<file path="src/rtl/pllsrch_pkg.sv">
package pllsrch_pkg;

    localparam int CODE_R1_W = 3;
    localparam int CODE_F_W  = 6;

    typedef enum logic [3:0] {
        S_IDLE,
        S_R1_DIV,
        S_R1_CHK,
        S_F1_CHK,
        S_R2_DIV,
        S_R2_CHK,
        S_F2_CHK,
        S_Q_DIV,
        S_Q_CHK,
        S_ADV_Q,
        S_ADV_F2,
        S_ADV_R2,
        S_ADV_F1,
        S_ADV_R1,
        S_DONE
    } srch_state_e;

    typedef struct packed {
        logic [CODE_R1_W-1:0] r1;
        logic [CODE_F_W-1:0]  f1;
        logic [CODE_F_W-1:0]  r2;
        logic [CODE_F_W-1:0]  f2;
        logic [CODE_F_W-1:0]  q;
    } div_codes_t;

    // Field placement is consumed by the synthesizer control register.
    function automatic logic [31:0] pack_cfg(input div_codes_t c);
        return {4'b0000, c.r1, c.r2, c.f1, c.f2, c.q, 1'b0};
    endfunction

endpackage

</file>
<file path="src/rtl/pllsrch_div.sv">
// Restoring unsigned divider, one quotient bit per cycle.
module pllsrch_div #(
    parameter int W = 32
) (
    input  logic         clk,
    input  logic         rst,
    input  logic         go,
    input  logic [W-1:0] num,
    input  logic [W-1:0] den,
    output logic [W-1:0] quo,
    output logic         ok
);
    localparam int CW = $clog2(W + 1);

    logic [W-1:0]  rem_q;
    logic [W-1:0]  acc_q;
    logic [CW-1:0] cnt_q;
    logic          run_q;
    logic [W:0]    shifted;
    logic          fits;

    always_comb begin
        shifted = {rem_q, acc_q[W-1]};
        fits    = shifted >= {1'b0, den};
    end

    always_ff @(posedge clk) begin
        if (rst) begin
            rem_q <= '0;
            acc_q <= '0;
            cnt_q <= '0;
            run_q <= 1'b0;
            ok    <= 1'b0;
        end else begin
            ok <= 1'b0;
            if (go) begin
                rem_q <= '0;
                acc_q <= num;
                cnt_q <= CW'(W);
                run_q <= 1'b1;
            end else if (run_q) begin
                if (fits) begin
                    rem_q <= W'(shifted - {1'b0, den});
                end else begin
                    rem_q <= shifted[W-1:0];
                end
                acc_q <= {acc_q[W-2:0], fits};
                cnt_q <= cnt_q - CW'(1);
                if (cnt_q == CW'(1)) begin
                    run_q <= 1'b0;
                    ok    <= 1'b1;
                end
            end
        end
    end

    assign quo = acc_q;

endmodule

</file>
<file path="src/rtl/pllsrch_win.sv">
// Classifies a value against an inclusive [LO, HI] window.
module pllsrch_win #(
    parameter int          W  = 32,
    parameter logic [31:0] LO = 32'd0,
    parameter logic [31:0] HI = 32'hFFFF_FFFF
) (
    input  logic [W-1:0] val,
    output logic         below,
    output logic         above
);
    localparam logic [W-1:0] LO_X = W'(LO);
    localparam logic [W-1:0] HI_X = W'(HI);

    always_comb begin
        below = val < LO_X;
        above = val > HI_X;
    end
endmodule

</file>
<file path="src/rtl/pllsrch_judge.sv">
// Error measurement of a candidate against the request.
module pllsrch_judge #(
    parameter int W = 32
) (
    input  logic [W-1:0] cand,
    input  logic [W-1:0] req,
    input  logic [W:0]   best_err,
    output logic         hit,
    output logic         better,
    output logic [W:0]   err_abs
);
    logic signed [W:0] diff;

    always_comb begin
        diff    = $signed({1'b0, cand}) - $signed({1'b0, req});
        err_abs = diff[W] ? $unsigned(-diff) : $unsigned(diff);
        hit     = cand == req;
        better  = err_abs < best_err;
    end
endmodule

</file>
<file path="src/rtl/pll_div_search.sv">
module pll_div_search
    import pllsrch_pkg::*;
#(
    parameter int          R1_MAX   = 7,
    parameter int          F1_MAX   = 63,
    parameter int          R2_MAX   = 63,
    parameter int          F2_MAX   = 63,
    parameter int          Q_LIM    = 63,
    parameter logic [31:0] REF1_MIN = 32'd25_000_000,
    parameter logic [31:0] REF1_MAX = 32'd54_000_000,
    parameter logic [31:0] VCO1_MIN = 32'd1_600_000_000,
    parameter logic [31:0] VCO1_MAX = 32'd2_400_000_000,
    parameter logic [31:0] REF2_MIN = 32'd54_000_000,
    parameter logic [31:0] REF2_MAX = 32'd75_000_000,
    parameter logic [31:0] VCO2_MIN = 32'd1_200_000_000,
    parameter logic [31:0] VCO2_MAX = 32'd2_400_000_000,
    parameter logic [31:0] ERR_INIT = 32'd600_000_000
) (
    input  logic        clk,
    input  logic        rst,
    input  logic        start,
    input  logic [31:0] refin,
    input  logic [31:0] fout_request,
    output logic        busy,
    output logic        done,
    output logic [2:0]  r1_code,
    output logic [5:0]  f1_code,
    output logic [5:0]  r2_code,
    output logic [5:0]  f2_code,
    output logic [5:0]  q_code,
    output logic [31:0] fout_hz,
    output logic        exact,
    output logic [31:0] cfg_word
);
    localparam int W    = 32;
    localparam int R1_W = CODE_R1_W;
    localparam int F_W  = CODE_F_W;

    srch_state_e state_q, state_n;

    logic [R1_W-1:0] r1_q;
    logic [F_W-1:0]  f1_q, r2_q, f2_q, q_q;
    logic [W-1:0]    refin_q, req_q;
    logic [W-1:0]    ref1_q, ref2_q, fout_q;
    logic [W:0]      vco1_q, vco2_q;
    logic [W:0]      best_err_q;
    logic            launched_q;
    div_codes_t      res_q;
    logic [W-1:0]    res_fout_q;
    logic            res_exact_q;

    logic            div_go, div_ok;
    logic [W-1:0]    div_num, div_den, div_quo;
    logic            is_div;

    logic ref1_lo, ref1_hi, vco1_lo, vco1_hi;
    logic ref2_lo, ref2_hi, vco2_lo, vco2_hi;
    logic cand_hit, cand_better;
    logic [W:0] cand_err;

    pllsrch_win #(.W(W),   .LO(REF1_MIN), .HI(REF1_MAX)) u_w_ref1 (
        .val(ref1_q), .below(ref1_lo), .above(ref1_hi));
    pllsrch_win #(.W(W+1), .LO(VCO1_MIN), .HI(VCO1_MAX)) u_w_vco1 (
        .val(vco1_q), .below(vco1_lo), .above(vco1_hi));
    pllsrch_win #(.W(W),   .LO(REF2_MIN), .HI(REF2_MAX)) u_w_ref2 (
        .val(ref2_q), .below(ref2_lo), .above(ref2_hi));
    pllsrch_win #(.W(W+1), .LO(VCO2_MIN), .HI(VCO2_MAX)) u_w_vco2 (
        .val(vco2_q), .below(vco2_lo), .above(vco2_hi));

    pllsrch_judge #(.W(W)) u_judge (
        .cand     (fout_q),
        .req      (req_q),
        .best_err (best_err_q),
        .hit      (cand_hit),
        .better   (cand_better),
        .err_abs  (cand_err)
    );

    pllsrch_div #(.W(W)) u_div (
        .clk (clk),
        .rst (rst),
        .go  (div_go),
        .num (div_num),
        .den (div_den),
        .quo (div_quo),
        .ok  (div_ok)
    );

    // Divider operand selection: one launch per entry into a division state.
    always_comb begin
        is_div  = (state_q == S_R1_DIV) || (state_q == S_R2_DIV) || (state_q == S_Q_DIV);
        div_go  = is_div && !launched_q;
        div_num = refin_q;
        div_den = W'(r1_q) + W'(1);
        if (state_q == S_R2_DIV) begin
            div_num = vco1_q[W-1:0];
            div_den = W'(r2_q) + W'(1);
        end else if (state_q == S_Q_DIV) begin
            div_num = vco2_q[W-1:0];
            div_den = {W'(q_q), 1'b0}[W-1:0] + W'(2);
        end
    end

    // State register
    always_ff @(posedge clk) begin
        if (rst) state_q <= S_IDLE;
        else     state_q <= state_n;
    end

    // Next-state logic
    always_comb begin
        state_n = state_q;
        unique case (state_q)
            S_IDLE:   if (start) state_n = S_R1_DIV;
            S_R1_DIV: if (div_ok) state_n = S_R1_CHK;
            S_R1_CHK: begin
                if (ref1_lo)      state_n = S_DONE;     // later r1 only smaller
                else if (ref1_hi) state_n = S_ADV_R1;
                else              state_n = S_F1_CHK;
            end
            S_F1_CHK: begin
                if (vco1_hi)      state_n = S_ADV_R1;   // later f1 only larger
                else if (vco1_lo) state_n = S_ADV_F1;
                else              state_n = S_R2_DIV;
            end
            S_R2_DIV: if (div_ok) state_n = S_R2_CHK;
            S_R2_CHK: begin
                if (ref2_lo)      state_n = S_ADV_F1;   // later r2 only smaller
                else if (ref2_hi) state_n = S_ADV_R2;
                else              state_n = S_F2_CHK;
            end
            S_F2_CHK: begin
                if (vco2_hi)      state_n = S_ADV_R2;   // later f2 only larger
                else if (vco2_lo) state_n = S_ADV_F2;
                else              state_n = S_Q_DIV;
            end
            S_Q_DIV:  if (div_ok) state_n = S_Q_CHK;
            S_Q_CHK:  state_n = cand_hit ? S_DONE : S_ADV_Q;
            S_ADV_Q:  state_n = (int'(q_q)  < Q_LIM - 1) ? S_Q_DIV  : S_ADV_F2;
            S_ADV_F2: state_n = (int'(f2_q) < F2_MAX)    ? S_F2_CHK : S_ADV_R2;
            S_ADV_R2: state_n = (int'(r2_q) < R2_MAX)    ? S_R2_DIV : S_ADV_F1;
            S_ADV_F1: state_n = (int'(f1_q) < F1_MAX)    ? S_F1_CHK : S_ADV_R1;
            S_ADV_R1: state_n = (int'(r1_q) < R1_MAX)    ? S_R1_DIV : S_DONE;
            S_DONE:   state_n = S_IDLE;
            default:  state_n = S_IDLE;
        endcase
    end

    // Loop indices, intermediate frequencies and the stored best
    always_ff @(posedge clk) begin
        if (rst) begin
            r1_q        <= '0;
            f1_q        <= '0;
            r2_q        <= '0;
            f2_q        <= '0;
            q_q         <= '0;
            refin_q     <= '0;
            req_q       <= '0;
            ref1_q      <= '0;
            ref2_q      <= '0;
            fout_q      <= '0;
            vco1_q      <= '0;
            vco2_q      <= '0;
            best_err_q  <= '0;
            launched_q  <= 1'b0;
            res_q       <= '0;
            res_fout_q  <= '0;
            res_exact_q <= 1'b0;
        end else begin
            if (div_go) launched_q <= 1'b1;
            if (div_ok) launched_q <= 1'b0;
            unique case (state_q)
                S_IDLE: begin
                    if (start) begin
                        refin_q     <= refin;
                        req_q       <= fout_request;
                        r1_q        <= '0;
                        best_err_q  <= (W+1)'(ERR_INIT);
                        res_q       <= '0;
                        res_fout_q  <= '0;
                        res_exact_q <= 1'b0;
                    end
                end
                S_R1_DIV: if (div_ok) ref1_q <= div_quo;
                S_R1_CHK: begin
                    f1_q   <= '0;
                    vco1_q <= {ref1_q, 1'b0};
                end
                S_F1_CHK: r2_q <= '0;
                S_R2_DIV: if (div_ok) ref2_q <= div_quo;
                S_R2_CHK: begin
                    f2_q   <= '0;
                    vco2_q <= {ref2_q, 1'b0};
                end
                S_F2_CHK: q_q <= '0;
                S_Q_DIV:  if (div_ok) fout_q <= div_quo;
                S_Q_CHK: begin
                    if (cand_hit || cand_better) begin
                        res_q       <= '{r1: r1_q, f1: f1_q, r2: r2_q, f2: f2_q, q: q_q};
                        res_fout_q  <= fout_q;
                        res_exact_q <= cand_hit;
                        best_err_q  <= cand_err;
                    end
                end
                S_ADV_Q:  if (int'(q_q) < Q_LIM - 1) q_q <= q_q + F_W'(1);
                S_ADV_F2: begin
                    if (int'(f2_q) < F2_MAX) begin
                        f2_q   <= f2_q + F_W'(1);
                        vco2_q <= vco2_q + {ref2_q, 1'b0};
                    end
                end
                S_ADV_R2: if (int'(r2_q) < R2_MAX) r2_q <= r2_q + F_W'(1);
                S_ADV_F1: begin
                    if (int'(f1_q) < F1_MAX) begin
                        f1_q   <= f1_q + F_W'(1);
                        vco1_q <= vco1_q + {ref1_q, 1'b0};
                    end
                end
                S_ADV_R1: if (int'(r1_q) < R1_MAX) r1_q <= r1_q + R1_W'(1);
                S_DONE:   ;
                default:  ;
            endcase
        end
    end

    // Outputs
    always_comb begin
        busy     = (state_q != S_IDLE) && (state_q != S_DONE);
        done     = state_q == S_DONE;
        r1_code  = res_q.r1;
        f1_code  = res_q.f1;
        r2_code  = res_q.r2;
        f2_code  = res_q.f2;
        q_code   = res_q.q;
        fout_hz  = res_fout_q;
        exact    = res_exact_q;
        cfg_word = pack_cfg(res_q);
    end

endmodule

</file>
<file path="config.mk">
export PLATFORM = sky130hd
export DESIGN_NAME = pll_div_search
export DESIGN_NICKNAME = d
export VERILOG_FILES = /design/src/rtl/pllsrch_pkg.sv /design/src/rtl/pllsrch_div.sv /design/src/rtl/pllsrch_win.sv /design/src/rtl/pllsrch_judge.sv /design/src/rtl/pll_div_search.sv
export SDC_FILE = /design/constraint.sdc
export NUM_CORES = 1
export LEC_CHECK = 0
export ABC_CLOCK_PERIOD_IN_PS = 17450
export BUFFER_PORTS_ARGS = -buffer_cell sky130_fd_sc_hd__buf_2
export CAP_MARGIN = 30
export CELL_PAD_IN_SITES_DETAIL_PLACEMENT = 0
export CELL_PAD_IN_SITES_GLOBAL_PLACEMENT = 1
export CORE_UTILIZATION = 49
export DETAILED_ROUTE_END_ITERATION = 6
export GPL_TIMING_DRIVEN = 0
export PLACE_DENSITY_LB_ADDON = 0.15
export SYNTH_ARGS = -nofsm -noshare
export SYNTH_HDL_FRONTEND = slang
export SYNTH_SLANG_ARGS = --single-unit
</file>
<file path="constraint.sdc">
create_clock -name clk -period 17.45 [get_ports clk]
set_clock_uncertainty 0.2 [all_clocks]
set_input_delay 1.745 -clock clk [delete_from_list [all_inputs] [get_ports clk]]
set_output_delay 1.745 -clock clk [all_outputs]
set_load 0.005 [all_outputs]
</file>
; ---- After elaboration in Yosys (flattened, before gate mapping)
; Cells that the tools add are included.
[word_totals]
ff_bits = 423
inputBits = 67
output_inout_bits = 94
word_cells = 174
[op_classes]
add_sub_neg = 14
magnitude_cmp = 15
eq_ne = 27
mux = 60
bitwise = 1
n_reduce_logical = 29
[op_table]
columns = cell, count
row1 = 2-to-1 mux 32 bit, 7
row2 = case mux 33 bit (2 select lines), 3
row3 = 2-to-1 mux 33 bit, 5
row4 = 2-to-1 mux 4 bit, 17
row5 = adder 33 bit, 2
row6 = greater-than comparator 33 x 32 -> 1 bit (second input constant), 2
row7 = < comparator 33 x 31 -> 1 bit (second input constant), 2
row8 = case mux 32 bit (2 select lines), 1
row9 = case mux 4 bit (14 select lines), 1
row10 = 2-to-1 mux 27 bit, 2
row11 = case mux 27 bit (2 select lines), 1
row12 = case mux 6 bit (2 select lines), 4
row13 = 2-to-1 mux 6 bit, 6
row14 = >= comparator 33 x 8 -> 1 bit, 1
row15 = < comparator 33 bit, 1
row16 = negator 33 bit, 1
row17 = subtractor 32 x 32 -> 33 bit, 1
row18 = == test 32 bit, 1
row19 = greater-than comparator 32 x 26 -> 1 bit (second input constant), 1
row20 = greater-than comparator 32 x 27 -> 1 bit (second input constant), 1
row21 = < comparator 32 x 25 -> 1 bit (second input constant), 1
row22 = < comparator 32 x 26 -> 1 bit (second input constant), 1
row23 = subtractor 32 x 8 -> 32 bit, 1
row24 = == test 4 bit (second input constant), 7
row25 = 32 further kinds, 76

; ---- Longest topological paths before layout
[logic_depth]
word_depth = 7
depth_mapped = 29
depth_no_buf = 26

; ---- By module
; From an unflattened synthesis, not the netlist that was laid out.
[unflattened]
hier_cells = 3711
hier_area_um2 = 27148.5
[modules_own_cells]
columns = mod, instances, cells_each, area_each_um2, seq_area_each_um2
row1 = pll_div_search, 1, 2340, 17411.7, 6986.7
row2 = pllsrch_div, 1, 690, 5225.0, 1441.4
row3 = pllsrch_judge, 1, 565, 3778.6, 0.0
row4 = pllsrch_win at u_w_vco1, 1, 32, 201.4, 0.0
row5 = pllsrch_win at u_w_ref2, 1, 33, 197.7, 0.0
row6 = pllsrch_win at u_w_vco2, 1, 27, 170.2, 0.0
row7 = pllsrch_win at u_w_ref1, 1, 24, 163.9, 0.0

; ---- Least setup slack after synthesis
; No wires, ideal clock.
[synth_path]
path_kind = reg2reg
startpoint = register fout_q[0]
endpoint = register best_err_q[18]
setup_ps = 62
arrival_ps = 6149
required_ps = 17188
path_slack_ps = 11038
stages_incl_launch_ff = 28
path_buffers = 2
period_less_slack_ps = 6412
path_cell_list = dfxtp_1 inv_1 ha_1 inv_1 fa_1 a211o_1 a21oi_2 nor3_1 or3_4 a22oi_4 or4b_4 or4_1 buf_2 or3_4 o31ai_2 xnor2_1 ha_1 nand3_1 nor3_1 nand2_1 nor2_1 a211oi_1 o21ai_0 a211o_1 and2_1 clkbuf_1 nor3_1 a22o_1
[synth_via]
elab_chain_len = 7
elab_cells_between_ends = 10
[synth_lines]
columns = item, line_no
row1 = start: declaration, pll_div_search.sv:44  ; logic [W-1:0] ref1_q, ref2_q, fout_q;
row2 = start signal: assignment, pll_div_search.sv:196  ; S_Q_DIV: if (div_ok) fout_q <= div_quo;
row3 = subtractor 32 x 32 -> 33 bit, pllsrch_judge.sv:15  ; diff = $signed({1'b0, cand}) - $signed({1'b0, req});
row4 = negator 33 bit, pllsrch_judge.sv:16  ; err_abs = diff[W] ? $unsigned(-diff) : $unsigned(diff);
row5 = 2-to-1 mux 33 bit, pllsrch_judge.sv:16
row6 = < comparator 33 bit, pllsrch_judge.sv:18  ; better = err_abs < best_err;
row7 = logical OR 1 bit, pll_div_search.sv:198  ; if (cand_hit || cand_better) begin
row8 = != test 2 bit (no line), --
row9 = AND reduction 3 bit (no line), --
row10 = end signal: assignment, pll_div_search.sv:178  ; best_err_q <= (W+1)'(ERR_INIT);
row11 = end signal: assignment, pll_div_search.sv:202  ; best_err_q <= cand_err;
row12 = end: declaration, pll_div_search.sv:46  ; logic [W:0] best_err_q;
; Parallel ways exist; a longest one is shown, timed or not. The select of a mux whose other input is x is not followed.
; A chain may end at the register's enable or synchronous reset.

; ---- Worst setup path after layout
[layout_path]
startpoint = register req_q[0]
endpoint = register res_q (netlist bit f1_code[2])
[layout_via]
elab_chain_len = 7
elab_cells_between_ends = 8
[layout_lines]
columns = item, line_no
row1 = start: declaration, pll_div_search.sv:43  ; logic [W-1:0] refin_q, req_q;
row2 = start signal: assignment, pll_div_search.sv:176  ; req_q <= fout_request;
row3 = subtractor 32 x 32 -> 33 bit, pllsrch_judge.sv:15
row4 = negator 33 bit, pllsrch_judge.sv:16
row5 = 2-to-1 mux 33 bit, pllsrch_judge.sv:16
row6 = < comparator 33 bit, pllsrch_judge.sv:18
row7 = logical OR 1 bit (*), pll_div_search.sv:198
row8 = != test 2 bit (no line) (*), --
row9 = AND reduction 3 bit (no line) (*), --
row10 = end signal: assignment, pll_div_search.sv:199  ; res_q <= '{r1: r1_q, f1: f1_q, r2: r2_q, f2: f2_q, q: q_q};
row11 = end: declaration, pll_div_search.sv:48  ; div_codes_t res_q;
; Every way passes the cells marked *; elsewhere a longest branch is shown, timed or not.

==> flow_summary_export.csv <==
group,metric,value,unit
sta,worst_pin_slew,1060,ps
floorplan,core,49400,µm²
clocking,clock_latency,600,ps
power,finalPower,0.00428,W
synthesis,synth_top_area_cell,"dfxtp_1",
route,ant_nets,0,
clocking,cts_tree,"built",
sta,final-hold-violation-count,0,
sta,min_period,7880,ps
clocking,cts_resized,0,
synthesis,yosysUniqueCellTypes,84,
synthesis,netlist_area,24700,µm²
sta,max_freq,127,MHz
critical_path,worstPathArrival,8200,ps
clocking,clockBufferDepth,3,
floorplan,boundaryPins,161,
synthesis,syn_inst,3240,
clocking,cts_made_buffers,48,
sta,period_share,0.452,
layout,layout_commonest_cell,"nand2_1",
route,firstDrtPassIters,6,
global_route,grt.total_usage,0.348,
clocking,ctsRootBufferMaster,"clkbuf_16",
global_route,grt_max_degree,15,
place,dpl-instance-area,26400,µm²
clocking,clk_pin_slew,70,ps
sta,setup_violations,0,
layout,area_growth,13.0,%
place,finalWeightedCongestion,0.968,
layout,nets,3668,
place,hpwl,70.7,mm
route,vias_per_cell,6.07,
sta,rsz0062_at_grt,"false",
synthesis,synthFlopType,"dfxtp_1",
sta,finalSetupTns,0,ps
critical_path,reg2reg_slack,9570,ps
route,vias,25200,
synthesis,synth-seq-cells,421,
layout,diodes,0,
global_route,grt_pass1_wl,136,mm
critical_path,reg2regPathDepth,27,
critical_path,start_kind,"flop",
layout,final_util,0.565,
synthesis,synth_edf_count,0,
power,pwr_density_cell,153,nW/µm²
floorplan,initial_core_util,0.500,
clocking,post-cts-setup-buffer-count,0,
hold_path,holdPathStages,2,
critical_path,path_max_fanout,10,
floorplan,die_w,227,µm
floorplan,fp.dieH,227,µm
clocking,htree_num_levels,2,
synthesis,avgSynthCellArea,7.62,µm²
place,port_buffers,155,
clocking,postCtsHoldBufs,0,
route,drt_iter0_drc,2047,
sta,report.final.slew_viol_count,0,
layout,drive_gt1_frac,0.0850,
floorplan,die_area,51300,µm²
global_route,grt_pass1_vias,23400,
layout,most-common-layout-cells,"nand2_1 (557), dfxtp_1 (421), a21oi_1 (346)",
layout,nFillCells,4862,
synthesis,async_reset_ff_frac,0,
global_route,antenna_found_initial,2,
global_route,gr-total-overflow,0,
hold_path,worstHoldStart,"refin_q[13]",
route,drc,0,
synthesis,yosys_warnings,0,
synthesis,synth_top_area_frac,0.341,
critical_path,r2r_end,"f1_code[2]",
critical_path,crit_required,17770,ps
critical_path,critical_path_class,"flop to flop",
hold_path,hold_end,"refin_q[13]",
layout,fin_area,27900,µm²
route,wl,90.5,mm
outcome,status,"finished clean",
power,p_leak,10.9,nW
hold_path,hold_path.class,"flop to flop",
run,drv_cap,0,
floorplan,rows,81,
clocking,clock-sinks,421,
synthesis,ys_top_cells_by_area,"dfxtp_1 (34%), nand2_1 (8.5%), ha_1 (7.2%)",
critical_path,worstReg2RegStart,"req_q[0]",
synthesis,yosysSeqAreaShare,0.341,
route,avgRoutedWirePerCell,21.8,µm
sta,slew_headroom,0.292,
power,peakVddDrop,0.114,mV
critical_path,endpoint_kind,"flop",
==> per-layer routing <==
metal,track usage,part of all wire
met2,0.574,0.46
met1,0.444,0.42
met5,0,0.00014
met4,0.177,0.052
met3,0.0451,0.071
==> cells in the mapped netlist (33+ instances only) <==
cell and n:
buf_4 34, a21o_1 53, nor2b_1 49, a21oi_1 346, dfxtp_1 421, inv_1 112, o21ai_0 129, xor2_1 45
nand4_1 33, clkbuf_1 175, ha_1 142, a211oi_1 89, nor3_1 74, a22oi_1 107, a311oi_1 62, nand3_1 58
xnor2_1 95, nor2_1 309, nand2_1 557
==> critical path: stages (launching register included) <==
cell	delay [ps]
dfxtp_1	380
ha_1	190
inv_1	50
fa_1	430
a211o_1	370
a21o_2	240
o2111ai_1	310
a21oi_1	200
nor3_1	510
o21ai_1	200
or4_1	650
or4_4	560
nor2_1	110
nor4b_2	330
ha_1	200
nand3_1	100
nor3_1	280
nand2_1	140
nor2_1	200
a211oi_1	70
o21ai_0	130
a211o_1	190
nand3_1	80
o211ai_1	210
clkbuf_1	600
clkbuf_1	550
a22oi_1	160
nor2_1	130
==> worst max path at each step <==
stage	start	to	slack (ps)	cells after the start
global route	fout_q[0]	f1_code[2]	9110	29
finish	req_q[0]	f1_code[2]	9570	27
detailed placement	fout_q[0]	f1_code[2]	9610	29
CTS	req_q[0]	f1_code[2]	9590	28
global placement	req_q[5]	fout_hz[0]	9110	25
floorplan	fout_q[0]	best_err_q[18]	11040	27
==> area by class of cell <==
cell class | count | area [µm²] | share of cell area
Clock buffer | 64 | 1370 | 0.0492
Tap cell | 664 | 831 | 0.0298
Clock inverter | 14 | 160 | 0.00574
Buffer | 217 | 945 | 0.0339
Inverter | 112 | 420 | 0.0151
Multi-Input combinational cell | 2494 | 14900 | 0.535
Sequential cell | 421 | 8430 | 0.302
Timing Repair Buffer | 161 | 826 | 0.0296
==> power breakdown <==
group	internal [W]	switching [W]
logic	0.000725	0.00127
clock network	0.000591	0.000420
registers	0.00110	0.000175
==> cell families (layout without fill, tap and decap cells) <==
family	after synthesis	in the layout	synth area share
buffers and inverters	329	568	0.0553
flip-flops	421	421	0.341
XOR/XNOR	140	140	0.0496
AO/OA/AOI/OAI	959	959	0.252
multiplexers	10	10	0.00415
adder cells (fa/ha/maj)	146	146	0.0752
AND/OR/NAND/NOR	1234	1234	0.222
other	1	5	0.000152
==> stage by stage <==
stage,hold slack (ps),worst slack [ps],cells
floorplan,236,11040,3244
global placement,244,9110,4063
detailed placement,248,9610,4069
CTS,257,9590,4147
global route,273,9110,4147
finish,257,9570,4147
==> sequential cells by signal, summed over array words and instances (netlist names), 3 cells and up <==
register / cells
vco2_q: 32
fout_hz: 32
q_code: 6
f2_code: 6
ref2_q: 32
r1_code: 3
refin_q: 32
best_err_q: 33
req_q: 32
r2_q: 6
ref1_q: 32
f1_q: 6
q_q: 6
r2_code: 6
u_div.quo: 32
u_div.rem_q: 32
f2_q: 6
f1_code: 6
u_div.cnt_q: 6
state_q: 4
fout_q: 32
vco1_q: 32
r1_q: 3
Note: power is estimated with default switching activity, not from simulation.
